[src/rtl/brPkg.sv]
package brPkg;
  typedef enum logic [1:0] {
    KIND_COND    = 2'd0,
    KIND_LOOP    = 2'd1,
    KIND_LOOP_EQ = 2'd2,
    KIND_LOOP_NE = 2'd3
  } brKind_e;

  typedef struct packed {
    logic valid;
    logic take;
    logic cntWrite;
  } brStrobe_t;
endpackage

[src/rtl/brControl.sv]
module brControl
  import brPkg::*;
(
  input  logic      clk,
  input  logic      rstN,
  input  logic      reqValid,
  input  logic [1:0] reqKind,
  input  logic [3:0] condSel,
  input  logic      flagS,
  input  logic      flagZ,
  input  logic      flagO,
  input  logic      flagC,
  input  logic      cntNonZero,
  output brStrobe_t strobe
);
  localparam int N_PAIRS = 8;

  brKind_e kind;
  logic [N_PAIRS-1:0] pairBase;
  logic [N_PAIRS-1:0] pairUsed;
  logic condHit;
  logic loopHit;
  logic signMismatch;

  assign kind = brKind_e'(reqKind);
  assign signMismatch = flagS ^ flagO;

  // Each even/odd code pair shares one base equation; the low bit inverts it.
  always_comb begin
    pairBase = '0;
    pairUsed = '1;
    pairBase[0] = flagO;
    pairBase[1] = flagC;
    pairBase[2] = flagZ;
    pairBase[3] = flagC | flagZ;
    pairBase[4] = flagS;
    pairUsed[5] = 1'b0;
    pairBase[6] = signMismatch;
    pairBase[7] = flagZ | signMismatch;
  end

  assign condHit = pairUsed[condSel[3:1]] & (pairBase[condSel[3:1]] ^ condSel[0]);

  always_comb begin
    unique case (kind)
      KIND_LOOP:    loopHit = cntNonZero;
      KIND_LOOP_EQ: loopHit = cntNonZero & flagZ;
      KIND_LOOP_NE: loopHit = cntNonZero & ~flagZ;
      default:      loopHit = 1'b0;
    endcase
  end

  always_comb begin
    strobe.valid    = reqValid;
    strobe.take     = reqValid & ((kind == KIND_COND) ? condHit : loopHit);
    strobe.cntWrite = reqValid & (kind != KIND_COND);
  end


  unused_never_taken_chk: assert property (@(posedge clk) disable iff (!rstN)
    (reqValid && reqKind == 2'd0 && condSel[3:1] == 3'b101) |-> !strobe.take);


  cond_no_write_chk: assert property (@(posedge clk) disable iff (!rstN)
    (reqKind == 2'd0) |-> !strobe.cntWrite);


  loop_eq_zero_chk: assert property (@(posedge clk) disable iff (!rstN)
    (reqValid && reqKind == 2'd2 && !flagZ) |-> !strobe.take);
endmodule

[src/rtl/brDatapath.sv]
module brDatapath
  import brPkg::*;
#(
  parameter int ADDR_W = 32,
  parameter int CNT_W  = 32,
  parameter int OFS_W  = 8
) (
  input  logic              clk,
  input  logic              rstN,
  input  brStrobe_t         strobe,
  input  logic [ADDR_W-1:0] nextAddr,
  input  logic [OFS_W-1:0]  offset,
  input  logic [CNT_W-1:0]  countIn,
  output logic              cntNonZero,
  output logic              outValid,
  output logic              outTaken,
  output logic [ADDR_W-1:0] outNextPtr,
  output logic              outCountWr,
  output logic [CNT_W-1:0]  outCount
);
  localparam int EXT_W = ADDR_W - OFS_W;

  logic [ADDR_W-1:0] offsetExt;
  logic [ADDR_W-1:0] target;
  logic [CNT_W-1:0]  decCount;

  assign offsetExt  = {{EXT_W{offset[OFS_W-1]}}, offset};
  assign target     = nextAddr + offsetExt;
  assign decCount   = countIn - CNT_W'(1);
  assign cntNonZero = |decCount;

  always_ff @(posedge clk) begin
    if (!rstN) begin
      outValid   <= 1'b0;
      outTaken   <= 1'b0;
      outNextPtr <= '0;
      outCountWr <= 1'b0;
      outCount   <= '0;
    end else begin
      outValid   <= strobe.valid;
      outTaken   <= strobe.take;
      outCountWr <= strobe.cntWrite;
      if (strobe.valid)
        outNextPtr <= strobe.take ? target : nextAddr;
      if (strobe.cntWrite)
        outCount <= decCount;
    end
  end


  fallthrough_ptr_chk: assert property (@(posedge clk) disable iff (!rstN)
    (strobe.valid && !strobe.take) |=> (outNextPtr == $past(nextAddr)));


  count_dec_chk: assert property (@(posedge clk) disable iff (!rstN)
    strobe.cntWrite |=> (outCount == $past(countIn) - CNT_W'(1)));


  taken_loop_nonzero_chk: assert property (@(posedge clk) disable iff (!rstN)
    (outTaken && outCountWr) |-> (outCount != '0));


  idle_quiet_chk: assert property (@(posedge clk) disable iff (!rstN)
    !strobe.valid |=> (!outValid && !outTaken && !outCountWr));


  count_hold_chk: assert property (@(posedge clk) disable iff (!rstN)
    !strobe.cntWrite |=> $stable(outCount));
endmodule

[src/rtl/brResolver.sv]
module brResolver
  import brPkg::*;
#(
  parameter int ADDR_W = 32,
  parameter int CNT_W  = 32,
  parameter int OFS_W  = 8
) (
  input  logic              clk,
  input  logic              rstN,
  input  logic              reqValid,
  input  logic [1:0]        reqKind,
  input  logic [3:0]        condSel,
  input  logic              flagS,
  input  logic              flagZ,
  input  logic              flagO,
  input  logic              flagC,
  input  logic [ADDR_W-1:0] nextAddr,
  input  logic [OFS_W-1:0]  offset,
  input  logic [CNT_W-1:0]  countIn,
  output logic              outValid,
  output logic              outTaken,
  output logic [ADDR_W-1:0] outNextPtr,
  output logic              outCountWr,
  output logic [CNT_W-1:0]  outCount
);
  brStrobe_t strobe;
  logic      cntNonZero;

  brControl i_control (
    .clk(clk), .rstN(rstN), .reqValid(reqValid), .reqKind(reqKind),
    .condSel(condSel), .flagS(flagS), .flagZ(flagZ), .flagO(flagO),
    .flagC(flagC), .cntNonZero(cntNonZero), .strobe(strobe)
  );

  brDatapath #(.ADDR_W(ADDR_W), .CNT_W(CNT_W), .OFS_W(OFS_W)) i_datapath (
    .clk(clk), .rstN(rstN), .strobe(strobe), .nextAddr(nextAddr),
    .offset(offset), .countIn(countIn), .cntNonZero(cntNonZero),
    .outValid(outValid), .outTaken(outTaken), .outNextPtr(outNextPtr),
    .outCountWr(outCountWr), .outCount(outCount)
  );
endmodule

[config.mk]
export PLATFORM = sky130hd
export DESIGN_NAME = brResolver
export DESIGN_NICKNAME = d
export VERILOG_FILES = /design/src/rtl/brPkg.sv /design/src/rtl/brControl.sv /design/src/rtl/brDatapath.sv /design/src/rtl/brResolver.sv
export SDC_FILE = /design/constraint.sdc
export NUM_CORES = 1
export LEC_CHECK = 0
export BUFFER_PORTS_ARGS = -buffer_cell sky130_fd_sc_hd__buf_2
export CORE_AREA = 5 5 136 138
export CTS_CLUSTER_DIAMETER = 60
export DETAILED_ROUTE_END_ITERATION = 12
export DIE_AREA = 0 0 141 143
export PLACE_DENSITY = 0.52
export SLEW_MARGIN = 40
export SYNTH_ARGS = -nofsm -noshare
export SYNTH_HDL_FRONTEND = slang
export SYNTH_SLANG_ARGS = --single-unit
[constraint.sdc]
create_clock -name clk -period 2.9 [get_ports clk]
set_clock_uncertainty 0.05 [all_clocks]
set_input_delay 0.29 -clock clk [delete_from_list [all_inputs] [get_ports clk]]
set_output_delay 0.29 -clock clk [all_outputs]
set_load 0.02 [all_outputs]
# Word level (Yosys, flattened, before mapping)
# Memory sizes are Yosys's and may differ from the RTL's.
# Index checks and enable logic that the tools add are counted.
[classes]
add_sub_neg = 2
order_cmp = 1
eq_ne = 3
muxes = 6
n_bitwise = 10
reduce_logical = 3
[op_table]
columns = ["cell", "count"]
rows = [
  ["32-bit adder", 1],
  ["32-bit two-way mux", 1],
  ["32-bit OR reduction", 1],
  ["32-bit by 1-bit subtractor with 32-bit output (second input constant)", 1],
  ["1-bit bitwise AND", 5],
  ["2-bit equality test (second input constant)", 2],
  ["3-bit by 4-bit < comparator with 1-bit output (second input constant)", 1],
  ["1-bit binary-select mux with 3-bit select", 1],
  ["1-bit two-way mux", 3],
  ["1-bit case mux with 3 select lines", 1],
  ["2-bit by 1-bit equality test with 1-bit output (second input constant)", 1],
  ["2-bit logical NOT", 1],
  ["1-bit bitwise OR", 2],
  ["2-bit nonzero test", 1],
  ["1-bit XOR", 2],
  ["1-bit inverter", 1],
]
[totals]
register_bits = 67
rom_bits = 8
in_bits = 85
output_inout_bits = 67
elab_cells = 31
mem_count = 1
[memory_table]
columns = ["memory", "depth", "word_bits", "rd", "rd_clocked_by_memory_dff", "write_ports", "line_no", "text"]
rows = [
  ["(no name shown)", 8, 1, 1, 0, 0, "brControl.sv:42", "assign condHit = pairUsed[condSel[3:1]] & (pairBase[condSel[3:1]] ^ condSel[0]);"],
]

# Depth between registers and ports, before layout
[logic_depth]
word_depth = 9
depth_mapped = 14

# Cells and area by module
# A second synthesis with hierarchy kept.
[hier_totals]
cells_unflattened = 678
area_unflattened_um2 = 5275.1
[by_module_without_submodules]
columns = ["module", "n_inst", "cells_each", "area_each_um2"]
rows = [
  ["brDatapath", 1, 658, 5139.9],
  ["brControl", 1, 20, 135.1],
]

# Worst setup path before layout
# OpenSTA, ideal clock, no wires.
[synth_timing]
kind = "input to register"
startpoint = "input port countIn[3]"
endpoint = "register i_datapath.outNextPtr[31]"
setup_time_ns = 0.129
arrival_time_ns = 2.954
required_ns = 2.721
setup_slack_ns = -0.233
cell_stages = 12
cell_sequence = "buf_6 or4_4 buf_6 nor3_4 nand2_4 or4_1 a221oi_2 a21o_1 buf_6 nor2_2 a2111oi_4 a211oi_2"
[synth_via]
elab_chain_cells = 7
[synth_rtl]
columns = ["element", "line_no", "text"]
rows = [
  ["start: declaration", "brResolver.sv:19", "input logic [CNT_W-1:0] countIn,"],
  ["32-bit by 1-bit subtractor with 32-bit output (*)", "brDatapath.sv:29", "assign decCount = countIn - CNT_W'(1);"],
  ["32-bit OR reduction (*)", "brDatapath.sv:30", "assign cntNonZero = |decCount;"],
  ["1-bit bitwise AND (on tied branches)", "brControl.sv:48, brControl.sv:47", ""],
  ["1-bit case mux with 3 select lines (*)", "brControl.sv:45", "unique case (kind)"],
  ["1-bit two-way mux (*)", "brControl.sv:55", "strobe.take = reqValid & ((kind == KIND_COND) ? condHit : loopHit);"],
  ["1-bit bitwise AND (*)", "brControl.sv:55", ""],
  ["32-bit two-way mux (*)", "brDatapath.sv:44", "outNextPtr <= strobe.take ? target : nextAddr;"],
  ["end signal: assignment", "brDatapath.sv:44", ""],
  ["end: declaration", "brDatapath.sv:17", "output logic [ADDR_W-1:0] outNextPtr,"],
]
# Mark *: on every way between the ends. The rest lies on a longest branch, timed or not.
# A chain may end at the register's enable or synchronous reset.

# Worst setup path after layout
[layout_timing]
startpoint = "input port countIn[1]"
endpoint = "register i_datapath.outNextPtr[31]"
# The elaborated chain is that of the path after synthesis.

==> impl_metrics.ini <==
[placed_design]
dp_hpwl_mm = 14.1
pre_cts_slack_ns = -0.455
gp_congestion = 0.892
port_buffers = 151
placed_area_sq_um = 7270

[cts]
cts_tree = done
cts_inserted_buffers = 9
ctsHoldBuffers = 0
ctsLongestPathBuffers = 2
cts_sinks = 67
clock_latency_ns = 0.34
cts_max_level = 3
clk_pin_slew_worst_paths_ns = 0.05
root_buffer = clkbuf_16

[logic_synthesis]
synthDistinctLibCells = 69
synth_edf_count = 0
ys_ff_latch = 67
avgSynthCellArea_sq_um = 7.91
syn-instance-count = 661
synthesis.nets = 780
ys_dominant_reg_cell = dfxtp_1
synth_area_leaders = dfxtp_1 26%, ha_1 7.9%, nor2_1 7.2%, xnor2_1 6.4%, a211oi_1 6.3%
yosysTopAreaCellShare_pct = 25.7
synth_area_sq_um = 5230
async_flop_share_pct = 0
ys_warn_count = 0
yosysTopAreaCell = dfxtp_1
ys_seq_area_share_pct = 25.7

[power_and_ir_drop]
leakage_nw = 3.63
powerDensity_nw_per_um2 = 427
pwr-share-clk_pct = 32.1
peakVddDrop_uv = 266
switching_share_pct = 33.2
fin_total_pwr_mw = 3.44
power.switching_mw = 1.14
p_seq_share_pct = 30.2
intPower_mw = 2.30
power_frac_comb_pct = 37.7

[finish]
stdcell_area_sq_um = 8050
multi_input_area_sq_um = 3920
syn_to_final_growth_pct = 53.9
layout_common_cells = 149 x buf_2, 147 x buf_4, 92 x nor2_1, 67 x dfxtp_1, 43 x a21oi_1
final_util_pct = 47.2
n_fill_cell = 1756
regArea_sq_um = 1340
final_common_cell = buf_2
layout-drive-gt1-share_pct = 41.9
num_antenna_cells = 0
final_nets = 1067

[worst_hold_path]
hold_class = input pin to flip-flop
min-delay-start = nextAddr[31]
hold_end = i_datapath.outNextPtr[31]
worstHoldPathCells = 2

[worst_setup_path]
critPathKind = input pin to flip-flop
arrival_ns = 3.05
rr_worst_depth = 2
reg2reg_from = i_datapath.outNextPtr[21]
cp_max_fo = 5
cp-end-kind = flip-flop
r2r_slack_ns = 2.03
r2r-end = i_datapath.outNextPtr[21]
cp.required_ns = 3.07
startpoint = countIn[1]
start_kind = input pin

[global_routing]
antenna_found_initial = 0
grt_pass1_wl_mm = 28.8
grt_pass1_vias = 5701
gr-total-overflow = 0
grt_max_degree = 64
track_usage_pct = 17.7

[timing]
period_share_pct = 99.2
timing.slew.headroom_pct = 55.9
timing.final.crit_period_ns = 2.88
report.final.slew_viol_count = 0
final-hold-violation-count = 0
clock.fmax_ghz = 0.348
setup_viol = 0
rsz0062_at_grt = yes
worst_slew_pin_slew_ns = 0.655
finalSetupTns_ns = 0
setup_ws_ns = 0.0245

[detailed_routing]
via_per_inst = 5.00
ant_nets = 0
routed_wl_mm = 18.1
first_pass_iters = 5
post_drt_wl_per_cell_microns = 15.4
drc_errors = 0
drt_iter0_drc = 262
vias = 5892

[die]
core_sq_um = 17100
num_io_pins = 152
initial_core_util_pct = 30.6
dieArea_sq_um = 20200
die_w_microns = 141
die_h_microns = 143
rows = 48

[outcome]
status = complete, no violations

[run]
cap_violations = 0
## metal layers
layer / routed length, microns / vias to the layer above / track usage, %
li1: - / 3034 / -
met1: 8510 / 2709 / 23.7
met2: 8510 / 129 / 28.8
met3: 790 / 20 / 3.65
met4: 321 / 0 / 5.41
met5: 0 / - / 0
## cell families (layout without fill, tap and decap cells)
kind of cell / Yosys count / in the layout / share of synthesized area [%]
compound gates: 211 / 211 / 28.0
xor+xnor: 51 / 51 / 8.55
fa+ha+maj: 34 / 34 / 8.28
buf+inv: 59 / 351 / 5.27
flops: 67 / 67 / 25.7
mux: 14 / 14 / 2.71
simple gates: 225 / 225 / 21.5
## power groups by stage
stage               Sequential [mW]  Combinational, mW  Clock [mW]
global route                   1.05               1.42        1.17
finish                         1.04               1.29        1.10
global placement               1.06               1.17           0
CTS                            1.04               1.21        1.14
detailed placement             1.06               1.18           0
floorplan                      1.15              0.592           0
## cells in the mapped netlist (2+ instances only)
cell type    n
a21o_1      18
a221oi_1     3
or3_1        5
o2111ai_1    3
nand2b_1     3
buf_4        2
or2_2        4
inv_1       20
o31ai_1      5
xor2_1      13
nand3b_1     3
o211ai_1     3
mux2i_1     13
o21a_1       9
a21oi_1     52
nand2_1     34
a2111oi_4    2
a211oi_2     2
nor2b_1      5
a211oi_1    44
and3_1       6
o31a_1       2
nand3_1      6
a31oi_1      6
dfxtp_1     67
clkbuf_1    28
or4b_2       2
and2_1       2
or4_1        7
a311oi_1     8
o21bai_1     2
o41ai_1      2
nor4b_1      2
o21ai_0     32
o311ai_0     2
a2111oi_0    5
nand4_1     11
nor4_1       8
xnor2_1     38
ha_1        33
nor2_1     100
nor3_1      17
buf_6        6
## registers in the layout (all words and copies together), names as in the netlist
signal,flops
i_datapath.outValid,1
i_datapath.outCountWr,1
i_datapath.outTaken,1
i_datapath.outCount,32
i_datapath.outNextPtr,32
## critical path, cell delays in order
cell and delay (ns):
buf_8 0.11, inv_4 0.05, ha_4 0.13, or4b_4 0.48, nor4_4 0.38, o2111ai_2 0.16
a21o_1 0.21, a2111oi_4 0.33, buf_4 0.19, a21o_4 0.17, buf_12 0.14, nor2_2 0.05
a2111oi_4 0.29, a211oi_2 0.06
## cell type report
cell class	count	area share, %
Multi-Input combinational cell	535	48.7
Timing Repair Buffer	313	26.4
Sequential cell	67	16.7
Tap cell	225	3.50
Clock buffer	14	3.16
Inverter	22	1.09
Clock inverter	2	0.435
## metrics by stage
stage | hold WS, ns | cells
floorplan | 0.331 | 661
global placement | 0.423 | 1147
detailed placement | 0.425 | 1147
CTS | 0.161 | 1167
global route | 0.162 | 1178
finish | 0.174 | 1178
## worst max path at each step
stage                                end  slack [ns]  depth (start not counted)
3_3_place_gp   i_datapath.outNextPtr[31]       -0.38                         13
3_5_place_dp   i_datapath.outNextPtr[31]       -0.45                         13
4_1_cts        i_datapath.outNextPtr[31]     -0.0007                         11
5_1_grt         i_datapath.outNextPtr[1]       -0.12                         15
6_report       i_datapath.outNextPtr[31]        0.02                         14
2_1_floorplan  i_datapath.outNextPtr[31]       -0.22                         11
## what timing repair did
| action | in CTS | in global routing |
|---|---|---|
| buffers inserted | 2 | 11 |
| endpoints found under the setup margin | 13 | 32 |
| pin swaps | 5 | 22 |
| cloned | 2 | 1 |
| gates resized for setup | 7 | 75 |
No activity file was read; power rests on OpenSTA's default activity.
